## src/rtl/vis_pkg.sv

```systemverilog
package vis_pkg;
  localparam int OPC_W  = 4;
  localparam int REG_W  = 6;
  localparam int UNIT_W = 2;
  localparam int FUNC_W = 2;
  localparam int CNT_W  = 4;
  localparam int INSTR_W = OPC_W + 3 * REG_W + UNIT_W + FUNC_W + CNT_W + 2;

  typedef struct packed {
    logic [OPC_W-1:0]  opc;
    logic [REG_W-1:0]  rr;
    logic [REG_W-1:0]  ra;
    logic [REG_W-1:0]  rb;
    logic [UNIT_W-1:0] unit;
    logic [FUNC_W-1:0] func;
    logic [CNT_W-1:0]  cnt;
    logic              sra;
    logic              srb;
  } vinstr_t;

  // advance one register specifier by the enable bit, wrapping at the top
  function automatic logic [REG_W-1:0] spec_step(input logic [REG_W-1:0] s,
                                                 input logic en);
    return s + {{(REG_W-1){1'b0}}, en};
  endfunction

  // one fewer element remaining
  function automatic logic [CNT_W-1:0] cnt_step(input logic [CNT_W-1:0] c);
    return c - {{(CNT_W-1){1'b0}}, 1'b1};
  endfunction

  function automatic logic unit_is_legal(input logic [UNIT_W-1:0] u);
    return u != '0;
  endfunction
endpackage

```

## src/rtl/vis_advance.sv

```systemverilog
module vis_advance
  import vis_pkg::*;
(
  input  vinstr_t cur,
  output vinstr_t nxt,
  output logic    last
);
  localparam int NSPEC = 3;

  logic [NSPEC-1:0][REG_W-1:0] spec_in;
  logic [NSPEC-1:0][REG_W-1:0] spec_out;
  logic [NSPEC-1:0]            spec_en;

  // index 2: destination, 1: first source, 0: second source
  assign spec_in = {cur.rr, cur.ra, cur.rb};
  assign spec_en = {1'b1, cur.sra, cur.srb};

  for (genvar g = 0; g < NSPEC; g++) begin : g_inc
    assign spec_out[g] = spec_step(spec_in[g], spec_en[g]);
  end

  always_comb begin
    nxt      = cur;
    nxt.rr   = spec_out[2];
    nxt.ra   = spec_out[1];
    nxt.rb   = spec_out[0];
    nxt.cnt  = cnt_step(cur.cnt);
  end

  assign last = (cur.cnt == '0);
endmodule

```

## src/rtl/vis_ovf_track.sv

```systemverilog
module vis_ovf_track
  import vis_pkg::*;
#(
  parameter int LAT  = 3,
  parameter int ID_W = 3
) (
  input  logic             clk,
  input  logic             rst_n,
  input  logic             fire,
  input  logic [ID_W-1:0]  fire_id,
  input  logic             cur_valid,
  input  logic [ID_W-1:0]  cur_id,
  input  logic             load,
  input  logic [ID_W-1:0]  load_id,
  input  logic             ovf_valid,
  input  logic [REG_W-1:0] ovf_rr,
  output logic             cancel,
  output logic             stat_valid,
  output logic [REG_W-1:0] stat_rr
);
  localparam int NID = 1 << ID_W;

  logic [LAT-1:0]           hist_v;
  logic [LAT-1:0][ID_W-1:0] hist_id;
  logic [NID-1:0]           seen_q;

  logic             tracked;
  logic [ID_W-1:0]  rep_id;
  logic             capture;

  assign rep_id  = hist_id[LAT-1];
  assign tracked = ovf_valid && hist_v[LAT-1];
  assign cancel  = tracked && cur_valid && (rep_id == cur_id);
  assign capture = tracked && !seen_q[rep_id];

  always_ff @(posedge clk) begin
    if (!rst_n) begin
      hist_v     <= '0;
      hist_id    <= '0;
      seen_q     <= '0;
      stat_valid <= 1'b0;
      stat_rr    <= '0;
    end else begin
      hist_v[0]  <= fire;
      hist_id[0] <= fire_id;
      for (int i = 1; i < LAT; i++) begin
        hist_v[i]  <= hist_v[i-1];
        hist_id[i] <= hist_id[i-1];
      end
      if (load) seen_q[load_id] <= 1'b0;
      if (capture) begin
        seen_q[rep_id] <= 1'b1;
        stat_valid     <= 1'b1;
        stat_rr        <= ovf_rr;
      end
    end
  end

  // a cancel only ever targets a vector that is still held
  assert_cancel_live_R7: assert property (@(posedge clk) disable iff (!rst_n)
    cancel |-> cur_valid);

  // a repeat report for a vector already captured keeps the status
  assert_keep_first_R8: assert property (@(posedge clk) disable iff (!rst_n)
    (tracked && seen_q[rep_id] && !(load && load_id == rep_id)) |=> $stable(stat_rr));

  // first report of a vector is captured one cycle later
  assert_capture_first_R8: assert property (@(posedge clk) disable iff (!rst_n)
    capture |=> (stat_valid && stat_rr == $past(ovf_rr)));
endmodule

```

## src/rtl/vec_issue_seq.sv

```systemverilog
module vec_issue_seq
  import vis_pkg::*;
#(
  parameter int LAT = 3
) (
  input  logic               clk,
  input  logic               rst_n,
  input  logic               in_valid,
  input  logic [INSTR_W-1:0] in_instr,
  output logic               in_ready,
  input  logic               stall,
  output logic               iss_valid,
  output logic [UNIT_W-1:0]  iss_unit,
  output logic [FUNC_W-1:0]  iss_func,
  output logic [REG_W-1:0]   iss_rr,
  output logic [REG_W-1:0]   iss_ra,
  output logic [REG_W-1:0]   iss_rb,
  output logic               iss_last,
  input  logic               ovf_valid,
  input  logic [REG_W-1:0]   ovf_rr,
  output logic               stat_valid,
  output logic [REG_W-1:0]   stat_rr,
  output logic               illegal
);
  // tag space must exceed the number of vectors that can start in LAT cycles
  localparam int ID_W = $clog2(LAT + 1) + 1;

  vinstr_t         ir_q;
  logic            vld_q;
  logic [ID_W-1:0] id_q;
  logic            illegal_q;

  vinstr_t         in_word;
  vinstr_t         ir_next;
  logic            is_last;
  logic            cancel;
  logic            fire;
  logic            accept;
  logic            load_legal;
  logic [ID_W-1:0] id_next;

  assign in_word    = vinstr_t'(in_instr);
  assign fire       = vld_q && !stall && !cancel;
  assign in_ready   = !vld_q || (fire && is_last);
  assign accept     = in_valid && in_ready;
  assign load_legal = accept && unit_is_legal(in_word.unit);
  assign id_next    = id_q + {{(ID_W-1){1'b0}}, 1'b1};

  vis_advance u_adv (
    .cur  (ir_q),
    .nxt  (ir_next),
    .last (is_last)
  );

  vis_ovf_track #(.LAT(LAT), .ID_W(ID_W)) u_ovf (
    .clk        (clk),
    .rst_n      (rst_n),
    .fire       (fire),
    .fire_id    (id_q),
    .cur_valid  (vld_q),
    .cur_id     (id_q),
    .load       (load_legal),
    .load_id    (id_next),
    .ovf_valid  (ovf_valid),
    .ovf_rr     (ovf_rr),
    .cancel     (cancel),
    .stat_valid (stat_valid),
    .stat_rr    (stat_rr)
  );

  always_ff @(posedge clk) begin
    if (!rst_n) begin
      ir_q      <= '0;
      vld_q     <= 1'b0;
      id_q      <= '0;
      illegal_q <= 1'b0;
    end else begin
      illegal_q <= accept && !unit_is_legal(in_word.unit);
      if (load_legal) begin
        ir_q  <= in_word;
        vld_q <= 1'b1;
        id_q  <= id_next;
      end else if (fire) begin
        if (is_last) vld_q <= 1'b0;
        else         ir_q  <= ir_next;
      end else if (cancel) begin
        vld_q <= 1'b0;
      end
    end
  end

  assign iss_valid = fire;
  assign iss_unit  = ir_q.unit;
  assign iss_func  = ir_q.func;
  assign iss_rr    = ir_q.rr;
  assign iss_ra    = ir_q.ra;
  assign iss_rb    = ir_q.rb;
  assign iss_last  = fire && is_last;
  assign illegal   = illegal_q;

  // the scoreboard hold blocks issue and freezes the held word
  assert_no_issue_stall_R4: assert property (@(posedge clk) disable iff (!rst_n)
    stall |-> !iss_valid);
  assert_hold_word_R4: assert property (@(posedge clk) disable iff (!rst_n)
    (stall && vld_q && !cancel) |=> (vld_q && $stable(ir_q)));

  // an accepted legal word is held next cycle exactly as offered
  assert_load_word_R5: assert property (@(posedge clk) disable iff (!rst_n)
    load_legal |=> (vld_q && ir_q == $past(in_word)));

  // the final element empties the register unless a new word arrives
  assert_clear_after_last_R2: assert property (@(posedge clk) disable iff (!rst_n)
    (iss_last && !accept) |=> !vld_q);

  // destination advances by one between consecutive elements
  assert_rr_step_R3: assert property (@(posedge clk) disable iff (!rst_n)
    (fire && !is_last) |=> (ir_q.rr == $past(ir_q.rr) + {{(REG_W-1){1'b0}}, 1'b1}));

  // a reserved-unit word raises the flag and leaves nothing to issue
  assert_illegal_drop_R6: assert property (@(posedge clk) disable iff (!rst_n)
    (accept && !unit_is_legal(in_word.unit) && !vld_q) |=> (illegal && !vld_q));

  // a cancel empties the register
  assert_cancel_clears_R7: assert property (@(posedge clk) disable iff (!rst_n)
    cancel |=> !vld_q);

  // the last marker only accompanies an issued element
  assert_last_with_issue_R10: assert property (@(posedge clk) disable iff (!rst_n)
    iss_last |-> iss_valid);
endmodule

```

## config.mk

```make
export PLATFORM = sky130hd
export DESIGN_NAME = vec_issue_seq
export DESIGN_NICKNAME = d
export VERILOG_FILES = /design/src/rtl/vis_pkg.sv /design/src/rtl/vis_advance.sv /design/src/rtl/vis_ovf_track.sv /design/src/rtl/vec_issue_seq.sv
export SDC_FILE = /design/constraint.sdc
export NUM_CORES = 1
export LEC_CHECK = 0
export ABC_CLOCK_PERIOD_IN_PS = 2800
export CAP_MARGIN = 20
export CORE_UTILIZATION = 60
export CTS_CLUSTER_DIAMETER = 30
export DETAILED_ROUTE_END_ITERATION = 8
export DONT_BUFFER_PORTS = 1
export PLACE_DENSITY = 0.75
export SYNTH_ARGS = -nofsm -noshare
export SYNTH_HDL_FRONTEND = slang
export SYNTH_SLANG_ARGS = --single-unit
export TNS_END_PERCENT = 100
```

## constraint.sdc

```tcl
create_clock -name clk -period 2.8 [get_ports clk]
set_input_delay 0.28 -clock clk [delete_from_list [all_inputs] [get_ports clk]]
set_output_delay 0.28 -clock clk [all_outputs]
set_load 0.02 [all_outputs]
```

======== Word level (Yosys, flattened, before mapping) ========
Index checks and enable logic that the tools add are counted.
Widths: inputs -> output; s select.
operators by class
  $add $sub $neg .......................... 5
  magnitude comparators ................... 4
  equal/unequal tests ..................... 3
  multiplexer cells ....................... 16
  bitwise logic cells ..................... 3
  reduce and logical (&&, ||, !) cells .... 24
operator list
  cell                 count
  $mux 28              3
  $mux 8               3
  $add 6x1->6          2
  $logic_and 1x1->1    12
  $and 8x8->8          1
  $lt 3x4->1 const B   2
  $not 8->8            1
  $or 8x8->8           1
  $mux 1               7
  $add 6x1->6 const B  1
  $demux 1 s3          2
  $ge 3x1->1 const B   2
  $logic_not 1->1      5
  $logic_not 4->1      1
  $reduce_and 2->1     2
  $reduce_bool 2->1    2
  $sub 4x1->4 const B  1
  $add 3x1->3 const B  1
  $bmux 1 s3           1
  $eq 3x3->1           1
  $ne 3x2->1 const B   1
  $reduce_bool 3->1    1
  $ne 2x1->1 const B   1
  $logic_or 1x1->1     1
storage, ports and cells
  register bits ........................... 60
  input bits .............................. 43
  logic and storage cells ................. 73

======== Longest topological paths before layout ========
  word-level depth ........................ 13
  depth in mapped cells ................... 8

======== Cells and area by module ========
A second synthesis with hierarchy kept.
second synthesis, totals
  cell total of the unflattened synthesis .. 396
  area, all modules ....................... 3587.2 sq um
by module, submodules not included
  module         instances  cells each  area each (sq um)
  vec_issue_seq  1          240         2120.8
  vis_ovf_track  1          110         1096.1
  vis_advance    1          46          370.4

======== Worst setup path before layout ========
OpenSTA, ideal clock, no wires.
  path type ............................... flip-flop to flip-flop
  start ................................... register ir_q[2] (netlist name)
  end ..................................... register u_ovf.seen_q[2]
  setup time .............................. 0.117 ns
  data arrival time ....................... 1.927 ns
  data required time ...................... 2.683 ns
  slack ................................... 0.755 ns
  stages on the path, launching flop included .. 8
  clock period less this slack ............ 2.045 ns
  cell sequence ........................... dfxtp_1 > inv_1 > ha_1 > or4b_4 > a21oi_4 > nand2_2 > or3_1 > a32o_1
between the ends
  longest elaborated chain between the ends .. 9
RTL lines
  what                           line                 text
  start, declared                vec_issue_seq.sv:28  vinstr_t ir_q;
  start signal, assigned         vec_issue_seq.sv:80  ir_q <= in_word;
  start signal, assigned         vec_issue_seq.sv:85  else ir_q <= ir_next;
  $logic_not 4->1 *              vis_advance.sv:30    assign last = (cur.cnt == '0);
  $logic_and 1x1->1 *            vec_issue_seq.sv:44  assign in_ready = !vld_q || (fire && is_last);
  $logic_or 1x1->1 *             vec_issue_seq.sv:44
  $logic_and 1x1->1 *            vec_issue_seq.sv:45  assign accept = in_valid && in_ready;
  $logic_and 1x1->1 *            vec_issue_seq.sv:46  assign load_legal = accept && unit_is_legal(in_word.unit);
  $mux 8 *                       vis_ovf_track.sv:50  if (load) seen_q[load_id] <= 1'b0;
  $mux 8 *                       vis_ovf_track.sv:37  if (!rst_n) begin
  $or 8x8->8 (no source line)    -
  $mux 8 *                       vis_ovf_track.sv:51  if (capture) begin
  end signal, assigned           vis_ovf_track.sv:40  seen_q <= '0;
  end signal, assigned by index  vis_ovf_track.sv:50
  end signal, assigned by index  vis_ovf_track.sv:52  seen_q[rep_id] <= 1'b1;
  end, declared                  vis_ovf_track.sv:25  logic [NID-1:0] seen_q;
Mark *: on every way between the ends. The rest lies on a longest branch, timed or not. The select of a mux whose other input is x is not followed.
A chain may end at the register's enable or synchronous reset.

======== Final worst setup path ========
  start ................................... register u_ovf.hist_id, in the netlist u_ovf.rep_id[2]
  end ..................................... output iss_last
between the ends
  longest elaborated chain between the ends .. 5
RTL lines
  what                             line                 text
  start, declared                  vis_ovf_track.sv:24  logic [LAT-1:0][ID_W-1:0] hist_id;
  start signal, assigned by index  vis_ovf_track.sv:48  hist_id[i] <= hist_id[i-1];
  $eq 3x3->1                       vis_ovf_track.sv:33  assign cancel = tracked && cur_valid && (rep_id == cur_id);
  $logic_and 1x1->1                vis_ovf_track.sv:33
  $logic_not 1->1                  vec_issue_seq.sv:43  assign fire = vld_q && !stall && !cancel;
  $logic_and 1x1->1                vec_issue_seq.sv:43
  $logic_and 1x1->1                vec_issue_seq.sv:98  assign iss_last = fire && is_last;
  end, declared                    vec_issue_seq.sv:18  output logic iss_last,
No other way between the ends.

==> impl_metrics.tcl <==
set metrics [dict create \
    area_growth_pct 0.000135 \
    worstSetupStartpoint "u_ovf.rep_id[2]$_SDFF_PN0_" \
    powerDensity_nw_per_um2 623 \
    rsz0062_at_grt "false" \
    holdCritStartpoint "in_instr[8]" \
    syn_nets 399 \
    grt_pass1_wl_mm 9.83 \
    yosys.area_share.simple 0.196 \
    rows 25 \
    cts_setup_buffers 0 \
    crit_path_end "iss_last" \
    final_nets 368 \
    fin_tns_setup_ns 0 \
    viasPerCell 5.92 \
    dpl.hpwl_mm 4.00 \
    skew_ns 0.00720 \
    hold_class "input port to register" \
    fp.dieH_um 72.3 \
    max_cap_viol_count 0 \
    route.vias.total 2302 \
    syn_area_um2 2970 \
    drv_slew 0 \
    synth-adder-area-share 0.0337 \
    dr.pass1.iters 6 \
    end_kind "output port" \
    synth_most_common_cell "dfxtp_1" \
    route.detailed.wl_per_inst_um 15.5 \
    timing.final.crit_period_ns 2.48 \
    dpl.cell_count 373 \
    synthXorXnorAreaFrac 0.0236 \
    synth_commonest_cells "60 x dfxtp_1, 39 x nand2_1, 35 x a21oi_1, 25 x buf_4, 20 x nor2_1" \
    yosysWarnings 0 \
    clk_pin_slew_worst_paths_ns 0.07 \
    antenna_found_initial 0 \
    cts_tree "yes" \
    crit_family "flip-flops" \
    rrSetupSlack_ns 0.43 \
    antenna_left 0 \
    ys.flop_type "dfxtp_1" \
    required_ns 2.52 \
    cts_hold_buf 0 \
    drtIter0Drc 180 \
    cts_max_path_buffers 2 \
    cts_resized 0 \
    place_congestion 0.834 \
    critPathKind "register to output port" \
    cts-buffers-inserted 9 \
    synth-edff-count 0 \
    max_stage_delay_ns 0.62 \
    grt_usage 0.243 \
    drive_gt1_frac 0.0839 \
    synth_top_family_by_area "compound AO/OA/AOI/OAI gates" \
    n_antenna_cell 0 \
    synth_cell_type_count 50 \
    grt_max_degree 33 \
    path_buf_inv 1 \
    maxSlewHeadroom 0.504 \
    overflow 0 \
    period_share 0.887 \
    clock_power_share 0.361 \
    synth.avg_cell_area_um2 8.53 \
    yosys.area.top_type "dfxtp_1" \
    seqPwrFrac 0.521 \
    fill_cells 422 \
    start_util 0.624 \
    comb_power_share 0.118 \
    synth-seq-cells 60 \
    path_max_fanout 18 \
    tightest_slew_ns 0.736 \
    ys_seq_area_frac 0.405 \
    hold_viol 0 \
    reg2reg_depth 7 \
    power.switching_mw 0.536 \
    cts_max_level 3 \
    fmax_mhz 403 \
    start_kind "register" \
    synth.mux.area_fraction 0.0304 \
    syn_inst 348 \
    portBuffers 0 \
    wl_mm 6.02 \
    finalNonFillerCells 389 \
    cp_cell_sequence "xor2_1, o41ai_4, buf_4, nor2_1" \
    dieArea_um2 5230 \
    yosysTopAreaCellShare 0.405 \
    setup_viol 0 \
    cts_num_sinks 60 \
    cts-root-buf "clkbuf_8" \
    sw_frac_of_total 0.290 \
    drc 0 \
    clk_latency_ns 0.33 \
    ioPinCount 76 \
    grt_pass1_vias 2132 \
    p_int_mw 1.31 \
    ys_top_cells_by_area "dfxtp_1 40%, buf_4 6.3%, a21oi_1 5.9%" \
    r2r-end "u_ovf.seen_q[2]$_SDFF_PN0_" \
    cp.depth 4 \
    async_flop_share 0 \
    synth_compound_area_frac 0.196 \
    cp.arrival_ns 2.20 \
    critPathSlowestCell "dfxtp_1" \
    vdd_drop_max_mv 0.475 \
    outcome "complete, no violations" \
    fp.coreArea_um2 4750 \
    dieWidth_um 72.3 \
    utilization 0.624 \
    r2r-start "ir_q[2]$_SDFFE_PN0P_" \
    power_leakage_nw 1.04 \
]
[kinds of logic after synthesis]
family | after synthesis
adder cells (fa/ha/maj) | 8
AO/OA/AOI/OAI | 85
XOR/XNOR | 8
buffers and inverters | 59
flip-flops | 60
multiplexers | 9
AND/OR/NAND/NOR | 119
[worst min-delay path by stage]
stage | slack (ns) | to | depth (start not counted)
floorplan | 0.36 | illegal$_SDFF_PN0_ | 1
global placement | 0.36 | illegal$_SDFF_PN0_ | 1
detailed placement | 0.36 | illegal$_SDFF_PN0_ | 1
CTS | 0.001 | illegal$_SDFF_PN0_ | 1
global route | 0.008 | illegal$_SDFF_PN0_ | 1
finish | 0.01 | illegal$_SDFF_PN0_ | 1
[metal layers]
| metal | share of wire | vias to the layer above | routed length, um | global-route usage |
|---|---|---|---|---|
| li1 | - | 1148 | - | - |
| met1 | 0.46 | 1059 | 2790 | 0.324 |
| met2 | 0.45 | 89 | 2730 | 0.363 |
| met3 | 0.072 | 6 | 432 | 0.0583 |
| met4 | 0.010 | 0 | 61 | 0.129 |
| met5 | 0 | - | 0 | 0 |
[power groups by stage]
stage | clock network (mW) | registers, mW | logic [mW]
final | 0.667 | 0.964 | 0.219
after global routing | 0.719 | 0.969 | 0.245
after CTS | 0.689 | 0.963 | 0.218
after detailed placement | 0 | 0.983 | 0.217
after global placement | 0 | 0.982 | 0.211
after floorplan | 0 | 0.937 | 0.256
[worst reg2reg max path, stage by stage, from the launching register on]
cell	delay [ns]
dfxtp_1	0.31
inv_1	0.12
ha_1	0.18
or4b_4	0.52
a21oi_4	0.25
nand2_2	0.21
or3_1	0.42
a32o_1	0.26
[final cells by class]
| type | instances | area [um^2] | share of cell area |
|---|---|---|---|
| tap | 67 | 83.8 | 0.0282 |
| multi-input combinational | 229 | 1440 | 0.484 |
| inverter | 13 | 48.8 | 0.0164 |
| clock inverter | 5 | 27.5 | 0.00927 |
| clock buffer | 11 | 141 | 0.0476 |
| sequential | 60 | 1200 | 0.405 |
| timing repair buffer | 4 | 30.0 | 0.0101 |
[through the flow]
stage	hold WS (ns)	setup slack, ns	total power [mW]	cell area, um^2
after floorplan	0.356	0.755	1.19	2970
after global placement	0.362	0.476	1.19	2800
after detailed placement	0.358	0.456	1.20	2800
after CTS	0.00128	0.319	1.87	2970
after global routing	0.00762	0.238	1.93	2970
final	0.0141	0.318	1.85	2970
[cells in the final DEF, fill, tap and decap left out, types with 3 or more instances in the layout]
cell type	instances
o21a_1	3
nand4_1	3
buf_4	4
clkbuf_8	10
a21oi_1	35
nor2_1	20
clkinv_2	4
and3_1	3
nand2_1	39
xor2_1	5
o21ai_1	7
nor3_1	12
o22ai_1	8
ha_1	8
nand3_1	12
and2_1	12
a32oi_1	7
nor4_1	9
xnor2_1	3
inv_1	12
mux2i_1	9
dfxtp_1	60
a22oi_1	6
[state kept, by name, summed over array words and instances, names as in the netlist]
signal	flops
u_ovf.stat_rr	6
vld_q	1
id_q	3
iss_rb	6
iss_func	2
u_ovf.seen_q	8
iss_ra	6
iss_rr	6
u_ovf.hist_id	6
iss_unit	2
u_ovf.hist_v	3
u_ovf.rep_id	3
illegal	1
ir_q	6
u_ovf.stat_valid	1
(Power assumes the default switching activity.)
